File: config.mk
export PLATFORM = sky130hd
export DESIGN_NAME = msi_line_ctrl
export DESIGN_NICKNAME = d
export VERILOG_FILES = /design/src/rtl/msi_pkg.sv /design/src/rtl/msi_snoop_eval.sv /design/src/rtl/msi_line_store.sv /design/src/rtl/msi_req_fsm.sv /design/src/rtl/msi_line_ctrl.sv
export SDC_FILE = /design/constraint.sdc
export NUM_CORES = 1
export LEC_CHECK = 0
export ABC_AREA = 1
export BUFFER_PORTS_ARGS = -buffer_cell sky130_fd_sc_hd__buf_4
export CAP_MARGIN = 15
export CELL_PAD_IN_SITES_DETAIL_PLACEMENT = 1
export CELL_PAD_IN_SITES_GLOBAL_PLACEMENT = 1
export CORE_ASPECT_RATIO = 0.6
export CORE_UTILIZATION = 40
export CTS_BUF_LIST = sky130_fd_sc_hd__clkbuf_8
export CTS_CLUSTER_DIAMETER = 60
export CTS_CLUSTER_SIZE = 12
export DETAILED_ROUTE_END_ITERATION = 6
export GPL_ROUTABILITY_DRIVEN = 1
export PLACE_DENSITY_LB_ADDON = 0.25
export SKIP_LAST_GASP = 1
export SLEW_MARGIN = 15
export SYNTH_ARGS = -nofsm -noshare
export SYNTH_HDL_FRONTEND = slang
export SYNTH_SLANG_ARGS = --single-unit
File: constraint.sdc
create_clock -name clk -period 3 [get_ports clk]
set_clock_uncertainty 0.15 [all_clocks]
set_input_delay 0.15 -clock clk [delete_from_list [all_inputs] [get_ports clk]]
set_output_delay 0.15 -clock clk [all_outputs]
set_load 0.02 [all_outputs]
File: src/rtl/msi_pkg.sv
package msi_pkg;
  typedef enum logic [1:0] {LN_INV = 2'd0, LN_SHR = 2'd1, LN_MOD = 2'd2} line_st_e;
  typedef enum logic [1:0] {BC_NONE = 2'd0, BC_RD = 2'd1, BC_RDX = 2'd2, BC_WB = 2'd3} bus_cmd_e;
  typedef enum logic [1:0] {F_IDLE = 2'd0, F_PEND = 2'd1, F_FILL = 2'd2} fsm_e;
endpackage

File: src/rtl/msi_snoop_eval.sv
module msi_snoop_eval
  import msi_pkg::*;
#(
  parameter int TAG_W = 6,
  parameter int SRC_W = 2,
  parameter int MY_ID = 1
) (
  input  logic             sn_valid,
  input  logic [1:0]       sn_cmd,
  input  logic [TAG_W-1:0] sn_tag,
  input  logic [SRC_W-1:0] sn_src,
  input  line_st_e         cur_st,
  input  logic [TAG_W-1:0] cur_tag,
  output logic             hit,
  output line_st_e         new_st,
  output logic             flush
);
  logic foreign;

  always_comb begin
    foreign = sn_valid && (sn_src != SRC_W'(MY_ID));
    hit     = foreign && (cur_st != LN_INV) && (cur_tag == sn_tag) &&
              ((sn_cmd == BC_RD) || (sn_cmd == BC_RDX));
    new_st  = cur_st;
    flush   = 1'b0;
    if (hit) begin
      flush  = (cur_st == LN_MOD);
      new_st = (sn_cmd == BC_RDX) ? LN_INV : LN_SHR;
    end
  end
endmodule

File: src/rtl/msi_line_store.sv
module msi_line_store
  import msi_pkg::*;
#(
  parameter int IDX_W  = 2,
  parameter int TAG_W  = 6,
  parameter int DATA_W = 16
) (
  input  logic              clk,
  input  logic              rst_n,
  input  logic [IDX_W-1:0]  a_idx,
  output line_st_e          a_st,
  output logic [TAG_W-1:0]  a_tag,
  output logic [DATA_W-1:0] a_data,
  input  logic [IDX_W-1:0]  b_idx,
  output line_st_e          b_st,
  output logic [TAG_W-1:0]  b_tag,
  output logic [DATA_W-1:0] b_data,
  input  logic              sn_we,
  input  line_st_e          sn_wst,
  input  logic              own_we,
  input  line_st_e          own_st,
  input  logic              own_load,
  input  logic [TAG_W-1:0]  own_tag,
  input  logic [DATA_W-1:0] own_data
);
  localparam int LINES = 1 << IDX_W;

  line_st_e          st_q  [LINES];
  line_st_e          st_d  [LINES];
  logic [TAG_W-1:0]  tag_q [LINES];
  logic [DATA_W-1:0] data_q[LINES];

  assign a_st   = st_q[a_idx];
  assign a_tag  = tag_q[a_idx];
  assign a_data = data_q[a_idx];
  assign b_st   = st_q[b_idx];
  assign b_tag  = tag_q[b_idx];
  assign b_data = data_q[b_idx];

  // owner port wins over the snoop port on the same index
  always_comb begin
    for (int i = 0; i < LINES; i++) st_d[i] = st_q[i];
    if (sn_we) st_d[b_idx] = sn_wst;
    if (own_we) st_d[a_idx] = own_st;
  end

  generate
    for (genvar g = 0; g < LINES; g++) begin : g_line
      logic ld_en;
      assign ld_en = own_we && own_load && (a_idx == IDX_W'(g));

      always_ff @(posedge clk or negedge rst_n) begin
        if (!rst_n) begin
          st_q[g]  <= LN_INV;
          tag_q[g] <= '0;
        end else begin
          st_q[g] <= st_d[g];
          if (ld_en) tag_q[g] <= own_tag;
        end
      end

      always_ff @(posedge clk) begin
        if (ld_en) data_q[g] <= own_data;
      end
    end
  endgenerate
endmodule

File: src/rtl/msi_req_fsm.sv
module msi_req_fsm
  import msi_pkg::*;
#(
  parameter int ADDR_W = 8,
  parameter int IDX_W  = 2,
  parameter int DATA_W = 16,
  localparam int TAG_W = ADDR_W - IDX_W
) (
  input  logic              clk,
  input  logic              rst_n,
  input  logic              pr_valid,
  input  logic              pr_write,
  input  logic [ADDR_W-1:0] pr_addr,
  input  logic [DATA_W-1:0] pr_wdata,
  output logic              pr_ready,
  output logic              pr_done,
  output logic [DATA_W-1:0] pr_rdata,
  output logic [IDX_W-1:0]  pend_idx,
  input  line_st_e          eff_st,
  input  logic [TAG_W-1:0]  ln_tag,
  input  logic [DATA_W-1:0] ln_data,
  output logic              bq_req,
  output logic [1:0]        bq_cmd,
  output logic [ADDR_W-1:0] bq_addr,
  input  logic              bq_gnt,
  input  logic              bus_ready,
  input  logic [DATA_W-1:0] bus_rdata,
  output logic              own_we,
  output line_st_e          own_st,
  output logic              own_load,
  output logic [TAG_W-1:0]  own_tag,
  output logic [DATA_W-1:0] own_data,
  output logic              wb_fire
);
  fsm_e              st_q, st_d;
  logic              pend_wr;
  logic [ADDR_W-1:0] pend_addr;
  logic [DATA_W-1:0] pend_wdata;
  logic              cap_en, done_d;
  logic [DATA_W-1:0] rdata_d;
  logic [TAG_W-1:0]  pend_tag;
  logic              tag_eq, local_ok, need_wb;
  bus_cmd_e          cmd;

  assign pend_idx = pend_addr[IDX_W-1:0];
  assign pend_tag = pend_addr[ADDR_W-1:IDX_W];

  // action is recomputed every cycle from the snoop-adjusted state
  always_comb begin
    tag_eq   = (ln_tag == pend_tag);
    local_ok = pend_wr ? (tag_eq && eff_st == LN_MOD) : (tag_eq && eff_st != LN_INV);
    need_wb  = !tag_eq && (eff_st == LN_MOD);
    cmd      = need_wb ? BC_WB : (pend_wr ? BC_RDX : BC_RD);
  end

  always_comb begin
    st_d     = st_q;
    pr_ready = 1'b0;
    cap_en   = 1'b0;
    done_d   = 1'b0;
    rdata_d  = pr_rdata;
    bq_req   = 1'b0;
    own_we   = 1'b0;
    own_st   = LN_INV;
    own_load = 1'b0;
    own_tag  = pend_tag;
    own_data = pend_wdata;
    wb_fire  = 1'b0;
    case (st_q)
      F_IDLE: begin
        pr_ready = 1'b1;
        if (pr_valid) begin
          cap_en = 1'b1;
          st_d   = F_PEND;
        end
      end
      F_PEND: begin
        if (local_ok) begin
          done_d  = 1'b1;
          st_d    = F_IDLE;
          rdata_d = pend_wr ? pend_wdata : ln_data;
          if (pend_wr) begin
            own_we   = 1'b1;
            own_st   = LN_MOD;
            own_load = 1'b1;
          end
        end else begin
          bq_req = 1'b1;
          if (bq_gnt) begin
            if (need_wb) begin
              wb_fire = 1'b1;
              own_we  = 1'b1;
              own_st  = LN_INV;
            end else begin
              st_d = F_FILL;
            end
          end
        end
      end
      F_FILL: begin
        if (bus_ready) begin
          own_we   = 1'b1;
          own_load = 1'b1;
          own_st   = pend_wr ? LN_MOD : LN_SHR;
          own_data = pend_wr ? pend_wdata : bus_rdata;
          rdata_d  = own_data;
          done_d   = 1'b1;
          st_d     = F_IDLE;
        end
      end
      default: st_d = F_IDLE;
    endcase
  end

  assign bq_cmd  = bq_req ? cmd : BC_NONE;
  assign bq_addr = need_wb ? {ln_tag, pend_idx} : pend_addr;

  always_ff @(posedge clk or negedge rst_n) begin
    if (!rst_n) begin
      st_q    <= F_IDLE;
      pr_done <= 1'b0;
    end else begin
      st_q    <= st_d;
      pr_done <= done_d;
    end
  end

  always_ff @(posedge clk or negedge rst_n) begin
    if (!rst_n) begin
      pend_wr    <= 1'b0;
      pend_addr  <= '0;
      pend_wdata <= '0;
      pr_rdata   <= '0;
    end else begin
      if (cap_en) begin
        pend_wr    <= pr_write;
        pend_addr  <= pr_addr;
        pend_wdata <= pr_wdata;
      end
      if (done_d) pr_rdata <= rdata_d;
    end
  end

  // once raised, a bus request stays up until granted
  assert_req_hold_R10: assert property (@(posedge clk) disable iff (!rst_n)
    (bq_req && !bq_gnt) |=> bq_req);

  // completion is a single-cycle pulse
  assert_done_pulse_R3: assert property (@(posedge clk) disable iff (!rst_n)
    pr_done |=> !pr_done);
endmodule

File: src/rtl/msi_line_ctrl.sv
module msi_line_ctrl
  import msi_pkg::*;
#(
  parameter int ADDR_W = 8,
  parameter int IDX_W  = 2,
  parameter int DATA_W = 16,
  parameter int SRC_W  = 2,
  parameter int MY_ID  = 1
) (
  input  logic              clk,
  input  logic              rst_n,
  input  logic              pr_valid,
  input  logic              pr_write,
  input  logic [ADDR_W-1:0] pr_addr,
  input  logic [DATA_W-1:0] pr_wdata,
  output logic              pr_ready,
  output logic              pr_done,
  output logic [DATA_W-1:0] pr_rdata,
  output logic              bq_req,
  output logic [1:0]        bq_cmd,
  output logic [ADDR_W-1:0] bq_addr,
  input  logic              bq_gnt,
  input  logic              bus_ready,
  input  logic [DATA_W-1:0] bus_rdata,
  input  logic              sn_valid,
  input  logic [1:0]        sn_cmd,
  input  logic [ADDR_W-1:0] sn_addr,
  input  logic [SRC_W-1:0]  sn_src,
  output logic              fl_valid,
  output logic [ADDR_W-1:0] fl_addr,
  output logic [DATA_W-1:0] fl_data
);
  localparam int TAG_W = ADDR_W - IDX_W;

  logic [IDX_W-1:0]  pend_idx, sn_idx;
  logic [TAG_W-1:0]  sn_tag, a_tag, b_tag, own_tag;
  logic [DATA_W-1:0] a_data, b_data, own_data;
  line_st_e          a_st, b_st, sn_new, own_st, eff_st;
  logic              sn_hit, sn_flush, own_we, own_load, wb_fire;

  assign sn_idx = sn_addr[IDX_W-1:0];
  assign sn_tag = sn_addr[ADDR_W-1:IDX_W];

  msi_snoop_eval #(.TAG_W(TAG_W), .SRC_W(SRC_W), .MY_ID(MY_ID)) u_snoop (
    .sn_valid(sn_valid), .sn_cmd(sn_cmd), .sn_tag(sn_tag), .sn_src(sn_src),
    .cur_st(b_st), .cur_tag(b_tag), .hit(sn_hit), .new_st(sn_new), .flush(sn_flush)
  );

  msi_line_store #(.IDX_W(IDX_W), .TAG_W(TAG_W), .DATA_W(DATA_W)) u_store (
    .clk(clk), .rst_n(rst_n),
    .a_idx(pend_idx), .a_st(a_st), .a_tag(a_tag), .a_data(a_data),
    .b_idx(sn_idx), .b_st(b_st), .b_tag(b_tag), .b_data(b_data),
    .sn_we(sn_hit), .sn_wst(sn_new),
    .own_we(own_we), .own_st(own_st), .own_load(own_load),
    .own_tag(own_tag), .own_data(own_data)
  );

  // a snoop in this cycle is ordered ahead of the pending request
  assign eff_st = (sn_hit && sn_idx == pend_idx) ? sn_new : a_st;

  msi_req_fsm #(.ADDR_W(ADDR_W), .IDX_W(IDX_W), .DATA_W(DATA_W)) u_fsm (
    .clk(clk), .rst_n(rst_n),
    .pr_valid(pr_valid), .pr_write(pr_write), .pr_addr(pr_addr), .pr_wdata(pr_wdata),
    .pr_ready(pr_ready), .pr_done(pr_done), .pr_rdata(pr_rdata), .pend_idx(pend_idx),
    .eff_st(eff_st), .ln_tag(a_tag), .ln_data(a_data),
    .bq_req(bq_req), .bq_cmd(bq_cmd), .bq_addr(bq_addr), .bq_gnt(bq_gnt),
    .bus_ready(bus_ready), .bus_rdata(bus_rdata),
    .own_we(own_we), .own_st(own_st), .own_load(own_load),
    .own_tag(own_tag), .own_data(own_data), .wb_fire(wb_fire)
  );

  // snoop flush takes the port; a write-back only runs while this cache owns the bus
  always_ff @(posedge clk or negedge rst_n) begin
    if (!rst_n) begin
      fl_valid <= 1'b0;
      fl_addr  <= '0;
      fl_data  <= '0;
    end else begin
      fl_valid <= sn_flush || wb_fire;
      if (sn_flush) begin
        fl_addr <= sn_addr;
        fl_data <= b_data;
      end else if (wb_fire) begin
        fl_addr <= {a_tag, pend_idx};
        fl_data <= a_data;
      end
    end
  end

  // a foreign snoop that finds the line Modified produces a flush next cycle
  assert_snoop_flush_R6: assert property (@(posedge clk) disable iff (!rst_n)
    (sn_valid && sn_src != SRC_W'(MY_ID) && b_st == LN_MOD && b_tag == sn_tag &&
     (sn_cmd == BC_RD || sn_cmd == BC_RDX)) |=> (fl_valid && fl_addr == $past(sn_addr)));

  // own transactions seen on the snoop input never cause a flush
  assert_own_ignored_R9: assert property (@(posedge clk) disable iff (!rst_n)
    (sn_valid && sn_src == SRC_W'(MY_ID) && !(bq_req && bq_gnt)) |=> !fl_valid);

  // a granted write-back puts the old line on the flush port
  assert_wb_flush_R11: assert property (@(posedge clk) disable iff (!rst_n)
    (bq_req && bq_gnt && bq_cmd == BC_WB && !sn_valid) |=> (fl_valid && fl_addr == $past(bq_addr)));
endmodule

* Word-level counts from Yosys, hierarchy flattened
Memory sizes are Yosys's and may differ from the RTL's. Cells that the tools add are included.
Cells by class: bitwise operators 2, equality and inequality tests 18, reduce and logical (&&, ||, !) cells 29, magnitude comparators 4, mux-type cells 84
Operators with widths (count):
- $mux W16 | 11
- $reduce_or A16 Y1 | 3
- $mux W2 | 22
- $mux W8 | 5
- $pmux W16 S2 | 1
- $mux W1 | 28
- $bmux W6 S2 | 2
- $mux W6 | 4
- $bwmux W8 | 2
- $logic_and A1 B1 Y1 | 15
- $eq A2 B2 Y1 const B | 6
- $eq A6 B6 Y1 | 2
- $bmux W2 S2 | 2
- $demux W2 S2 | 2
- $reduce_and A4 Y1 | 2
- $reduce_bool A2 Y1 | 4
- $eq A2 B1 Y1 const B | 3
- $ge A3 B3 Y1 const B | 2
- $lt A3 B1 Y1 const B | 2
- $ne A3 B2 Y1 const B | 2
- $not A2 Y3 | 2
- $pmux W1 S2 | 3
- $pmux W2 S3 | 1
- $logic_not A2 Y1 | 2
- 6 further kinds | 9
Word-level totals: flip-flop bits (word level) 101, bits in writable memories 64, memories kept 1, logic and storage cells 155
Memory list:
- u_store.data_q | words 4, bits a word 16, rd ports 2, clocked after Yosys merged registers in 0, write ports 1, RTL line msi_line_store.sv:31 | logic [DATA_W-1:0] data_q[LINES];

* Longest topological paths before layout
depth in word-level cells 24, depth in mapped cells 23, depth with buffers taken out 20

* Hierarchy
From an unflattened synthesis, not the netlist that was laid out.
Second synthesis, totals: cell total of the unflattened synthesis 1057, area total of the unflattened synthesis 9004.9 µm²
Modules (own cells, without submodules):
- msi_line_store | cells an instance 521, sequential area each 2722.6 µm², instances 1, area each 4628.2 µm²
- msi_req_fsm | cells an instance 330, sequential area each 1101.1 µm², instances 1, area each 2676.3 µm²
- msi_line_ctrl | cells an instance 150, sequential area each 625.6 µm², instances 1, area each 1466.4 µm²
- msi_snoop_eval | cells an instance 56, sequential area each 0.0 µm², instances 1, area each 234.0 µm²

* Least setup slack after synthesis
No wires, ideal clock.
path type reg-to-reg, from register u_fsm.pend_addr[1], to memory u_store.data_q[0][0], enable pin, data required time 2486 ps, path slack -112 ps, stages on the path, launching flop included 15, period minus slack after synthesis 3112 ps, data arrival time 2599 ps, library setup time 364 ps, path through dfrtp_1 > buf_4 > nand2_2 > inv_2 > buf_6 > nand2_1 > nand4_2 > xor2_1 > nand3_1 > nor2_2 > nand4_1 > o21ai_4 > nand3_2 > buf_2 > inv_1
Between the ends: elaborated cells between the ends (all ways) 50
RTL lines:
- start: declaration | RTL line msi_req_fsm.sv:37 | logic [ADDR_W-1:0] pend_addr;
- start signal: assignment | RTL line msi_req_fsm.sv:137 | pend_addr <= pr_addr;
- $not A2 Y3 (not written as such) | RTL line msi_line_store.sv:33, msi_line_store.sv:34
- $bmux W6 S2 / $bmux W2 S2 (equally long branches) | RTL line msi_line_store.sv:34, msi_line_store.sv:33
- $mux W6 (not written as such) / $mux W2 (equally long branches) (2 in series) | RTL line msi_line_store.sv:34, msi_line_store.sv:33
- $eq A6 B6 Y1 / $mux W2 (equally long branches) | RTL line msi_req_fsm.sv:50, msi_line_ctrl.sv:59
- $logic_not A1 Y1 / $eq A2 B2 Y1 (equally long branches) | RTL line msi_req_fsm.sv:52, msi_req_fsm.sv:51
- $logic_and A1 B1 Y1 | RTL line msi_req_fsm.sv:52 | need_wb = !tag_eq && (eff_st == LN_MOD);
- $mux W1 | RTL line msi_req_fsm.sv:90 | if (need_wb) begin
- $mux W1 | RTL line msi_req_fsm.sv:89 | if (bq_gnt) begin
- $mux W1 | RTL line msi_req_fsm.sv:78 | if (local_ok) begin
- $pmux W1 S2 | RTL line msi_req_fsm.sv:69 | case (st_q)
- $logic_and A1 B1 Y1 | RTL line msi_line_store.sv:50 | assign ld_en = own_we && own_load && (a_idx == IDX_W'(g));
- $logic_and A1 B1 Y1 (*) | RTL line msi_line_store.sv:50
- via u_store.g_line[0].ld_en | RTL line msi_line_store.sv:49 | logic ld_en;
- $mux W1 (*) | RTL line msi_line_store.sv:63 | if (ld_en) data_q[g] <= own_data;
- $mux W1 (not written as such) (*) | RTL line msi_line_store.sv:63
- $mux W1 (no line) (*) (3 in series)
- end: declaration | RTL line msi_line_store.sv:31
Mark *: on every way through the listed nets, which the timed path passes. The rest lies on a longest branch. The select of a mux whose other input is x is not followed.

* Worst setup path after layout
from register u_fsm.pend_addr[0], to output bq_cmd[0]
Between the ends: word-level cells in the longest chain between the ends 11, elaborated cells between the ends (all ways) 22
Ends and longest elaborated chain:
- $not A2 Y3 (not written as such) | RTL line msi_line_store.sv:33, msi_line_store.sv:34
- $bmux W2 S2 | RTL line msi_line_store.sv:33 | assign a_st = st_q[a_idx];
- $mux W2 (not written as such) (2 in series) | RTL line msi_line_store.sv:33
- $mux W2 | RTL line msi_line_ctrl.sv:59 | assign eff_st = (sn_hit && sn_idx == pend_idx) ? sn_new : a_st;
- $eq A2 B2 Y1 / $reduce_bool A2 Y1 (equally long branches) | RTL line msi_req_fsm.sv:51, msi_req_fsm.sv:52
- $logic_and A1 B1 Y1 | RTL line msi_req_fsm.sv:51 | local_ok = pend_wr ? (tag_eq && eff_st == LN_MOD) : (tag_eq && eff_st != LN_INV);
- $mux W1 | RTL line msi_req_fsm.sv:51
- $mux W1 | RTL line msi_req_fsm.sv:78
- $mux W1 | RTL line msi_req_fsm.sv:69
- $mux W2 (*) | RTL line msi_req_fsm.sv:115 | assign bq_cmd = bq_req ? cmd : BC_NONE;
- end: declaration | RTL line msi_line_ctrl.sv:20 | output logic [1:0] bq_cmd,
Mark *: on every way between the ends. The rest lies on a longest branch, timed or not. The select of a mux whose other input is x is not followed.

==> results.ini <==
[floorplan]
die_x_um=190
die_h_um=115
initial_utilization=0.416
core_um2=20400
rows=40
die-area_um2=21800
ios=113

[finish]
num_antenna_cells=0
seq_area_um2=4450
fill_cells=2439
areaGrowthSynthToFinish_pct=30.4
nets=1249
multiInputGateArea_um2=3520
drive_gt1_frac=0.244
finalCoreUtilization=0.542

[timing]
fmax_mhz=334
maxSlewViolCount=0
worst_slack_ns=0.00774
hold_violations=0
min_period_ns=2.99
finalSetupViolCount=0
tightest_slew_ns=0.756
rsz0062_at_grt=yes
tns_ns=0
min_period_over_period=0.997
slew_headroom=0.496

[power_and_ir_drop]
power_density_nw_per_um2=1010
swShare=0.453
p_sw_mw=5.07
p_clk_frac=0.148
comb_power_share=0.519
ir_drop_v=0.000459
p_leak_nw=5.31
p_int_mw=6.12
p_seq_frac=0.333

[routing]
dr.pass1.iters=5
wl_um=30400
viasPerCell=5.48
vias=8064
drc=0
first_iter_violations=870
wire_per_inst_um=20.7
ant_nets=0

[synthesis]
ys_warn_count=0
synth_cell_types=43
ys_ff_latch=165
yosysMostFrequentCell=nand2_1
synth.area.top_cells=dfrtp_1 (30%), edfxtp_1 (23%), nand2_1 (16%)
ys_seq_area_frac=0.524
synth_flop_cell=dfrtp_1
yosysTopAreaCellShare=0.298
ys_top_cells_by_count=nand2_1 (353), dfrtp_1 (101), inv_1 (87)
netlist_area_um2=8490
syn-num-nets=1038
synth_cells=975
post-synth-top-area-cell=dfrtp_1
syn_avg_cell_area_um2=8.71
postSynth.asyncResetShare=0.612
synth_edf_count=64

[clocking]
clk-insertion-delay-late_ns=0.49
cts_buffers=17
path_clk_slew_ns=0.10
clkSinkCount=165
clk_root_buffer_cell=clkbuf_8
cts_tree=yes
ctsLongestPathBuffers=2
htreeDepth=4

[grt]
grt_usage=0.286
grt_pass1_vias=7977
grt_start_max_net_pins=42
globalRouteOverflowTotal=0
antenna_found_initial=1
grt_pass1_wl_um=46400

[placement]
dp_hpwl_um=22400
place_ws_ns=0.0509
gp_congestion=0.987
io_buffers=112

[critical_path]
endpoint_kind=output pin
path_class=flip-flop to output pin
crit_fanout=7
start_kind=flip-flop
required_ns=2.70
crit_arrival_ns=2.69

[worst_hold_path]
min_path_type=input pin to flip-flop

[run]
maxCapViolations=0

[status]
outcome=completed

==> per-stage QoR <==
stage	std cells	hold slack [ns]	instance area [um2]	total power, mW
finish	1472	0.0376	11100	11.2
global route	1472	0.0567	11100	11.8
CTS	1460	0.0150	10900	10.9
detailed placement	1377	0.0465	9970	9.03
global placement	1377	0.0477	9970	8.83
floorplan	975	-0.296	8510	6.64
==> routing by layer <==
layer,global-route usage,routed length [um],vias up
li1,-,-,3712
met1,0.438,14700,3948
met4,0.0619,285,0
met3,0.0925,3140,29
met2,0.386,12300,375
met5,0,0,-
==> cells in the final DEF, fill, tap and decap left out, drive strengths merged <==
cell type    instances
a21oi               16
bufinv               2
a22oi               19
mux2                17
nor3                 2
o21bai               1
dfrtp              101
mux2i                9
o221ai              20
xor2                 3
nand4                4
nand3               53
clkbuf              17
nand2              360
inv                 93
a31oi                2
clkinvlp             8
edfxtp              64
nor3b                1
nor2                33
a221oi              21
and2                 2
a21boi               2
o211ai               5
o21ai               72
o22ai               22
ha                   4
buf                190
dlygate4sd3         46
clkinv              10
==> sequential cells by signal (all words and copies together), names as in the netlist <==
signal,cells
fl_addr,8
u_fsm.st_q,2
u_fsm.pend_wdata,16
fl_data,16
u_store.st_q,8
u_fsm.pr_rdata,16
u_fsm.pr_done,1
u_fsm.pend_wr,1
u_store.data_q,64
u_fsm.pend_addr,8
fl_valid,1
u_store.tag_q,24
==> what timing repair did <==
item | in CTS | in global routing
gates resized for setup | 15 | 22
pin swaps | 2 | 6
hold buffers | 46 | 0
cloned | 1 | 0
endpoints found under the setup margin | 16 | 65
hold endpoints to repair | 125 | 0
setup buffers | 4 | 12
==> worst max-delay path, stage by stage, from the launching register on <==
cell and delay [ns]:
dfrtp_2 0.49, inv_4 0.11, nor2_4 0.07, a22oi_1 0.31, nand2_1 0.15, nand2_1 0.09
nand2_1 0.06, nand3_2 0.08, nor2_2 0.05, buf_4 0.15, nor2_4 0.14, buf_6 0.15
inv_1 0.07, a21oi_2 0.15, buf_6 0.14
==> power by group through the flow <==
stage	Clock, mW	Sequential (mW)	Combinational, mW
global route	1.79	3.78	6.24
detailed placement	0	3.73	5.30
floorplan	0	3.86	2.78
CTS	1.69	3.69	5.52
finish	1.66	3.72	5.81
global placement	0	3.72	5.11
==> worst paths after layout <==
| path | start | end | slack (ns) | depth (start not counted) |
|---|---|---|---|---|
| min | bus_rdata[3] | u_fsm.pr_rdata[3] | 0.04 | 5 |
| max | u_fsm.pend_addr[0] | bq_cmd[0] | 0.008 | 14 |
| min in group asynchronous | rst_n | u_store.tag_q[3] | 0.07 | 2 |
| min reg2reg | u_fsm.pr_rdata[14] | u_fsm.pr_rdata[14] | 0.33 | 2 |
| max reg2reg | u_fsm.pend_addr[0] | u_store.st_q[0] | 0.10 | 16 |
| max in group asynchronous | rst_n | u_store.st_q[6] | 1.94 | 3 |
==> final cells by class <==
type,count,area share
clock buffer,17,0.0211
multi-input combinational,668,0.317
timing repair buffer,236,0.179
sequential,165,0.402
clock inverter,15,0.0140
tap,273,0.0308
inverter,98,0.0350
==> cell families (layout without fill, tap and decap cells) <==
logic type | Yosys count | in the layout | share of synthesized area
compound gates | 180 | 180 | 0.140
xor+xnor | 3 | 3 | 0.00309
fa+ha+maj | 4 | 4 | 0.00589
buf+inv | 142 | 366 | 0.0706
flops | 165 | 165 | 0.524
mux | 26 | 26 | 0.0331
simple gates | 455 | 455 | 0.224
Power figures use the tool's default switching activity.
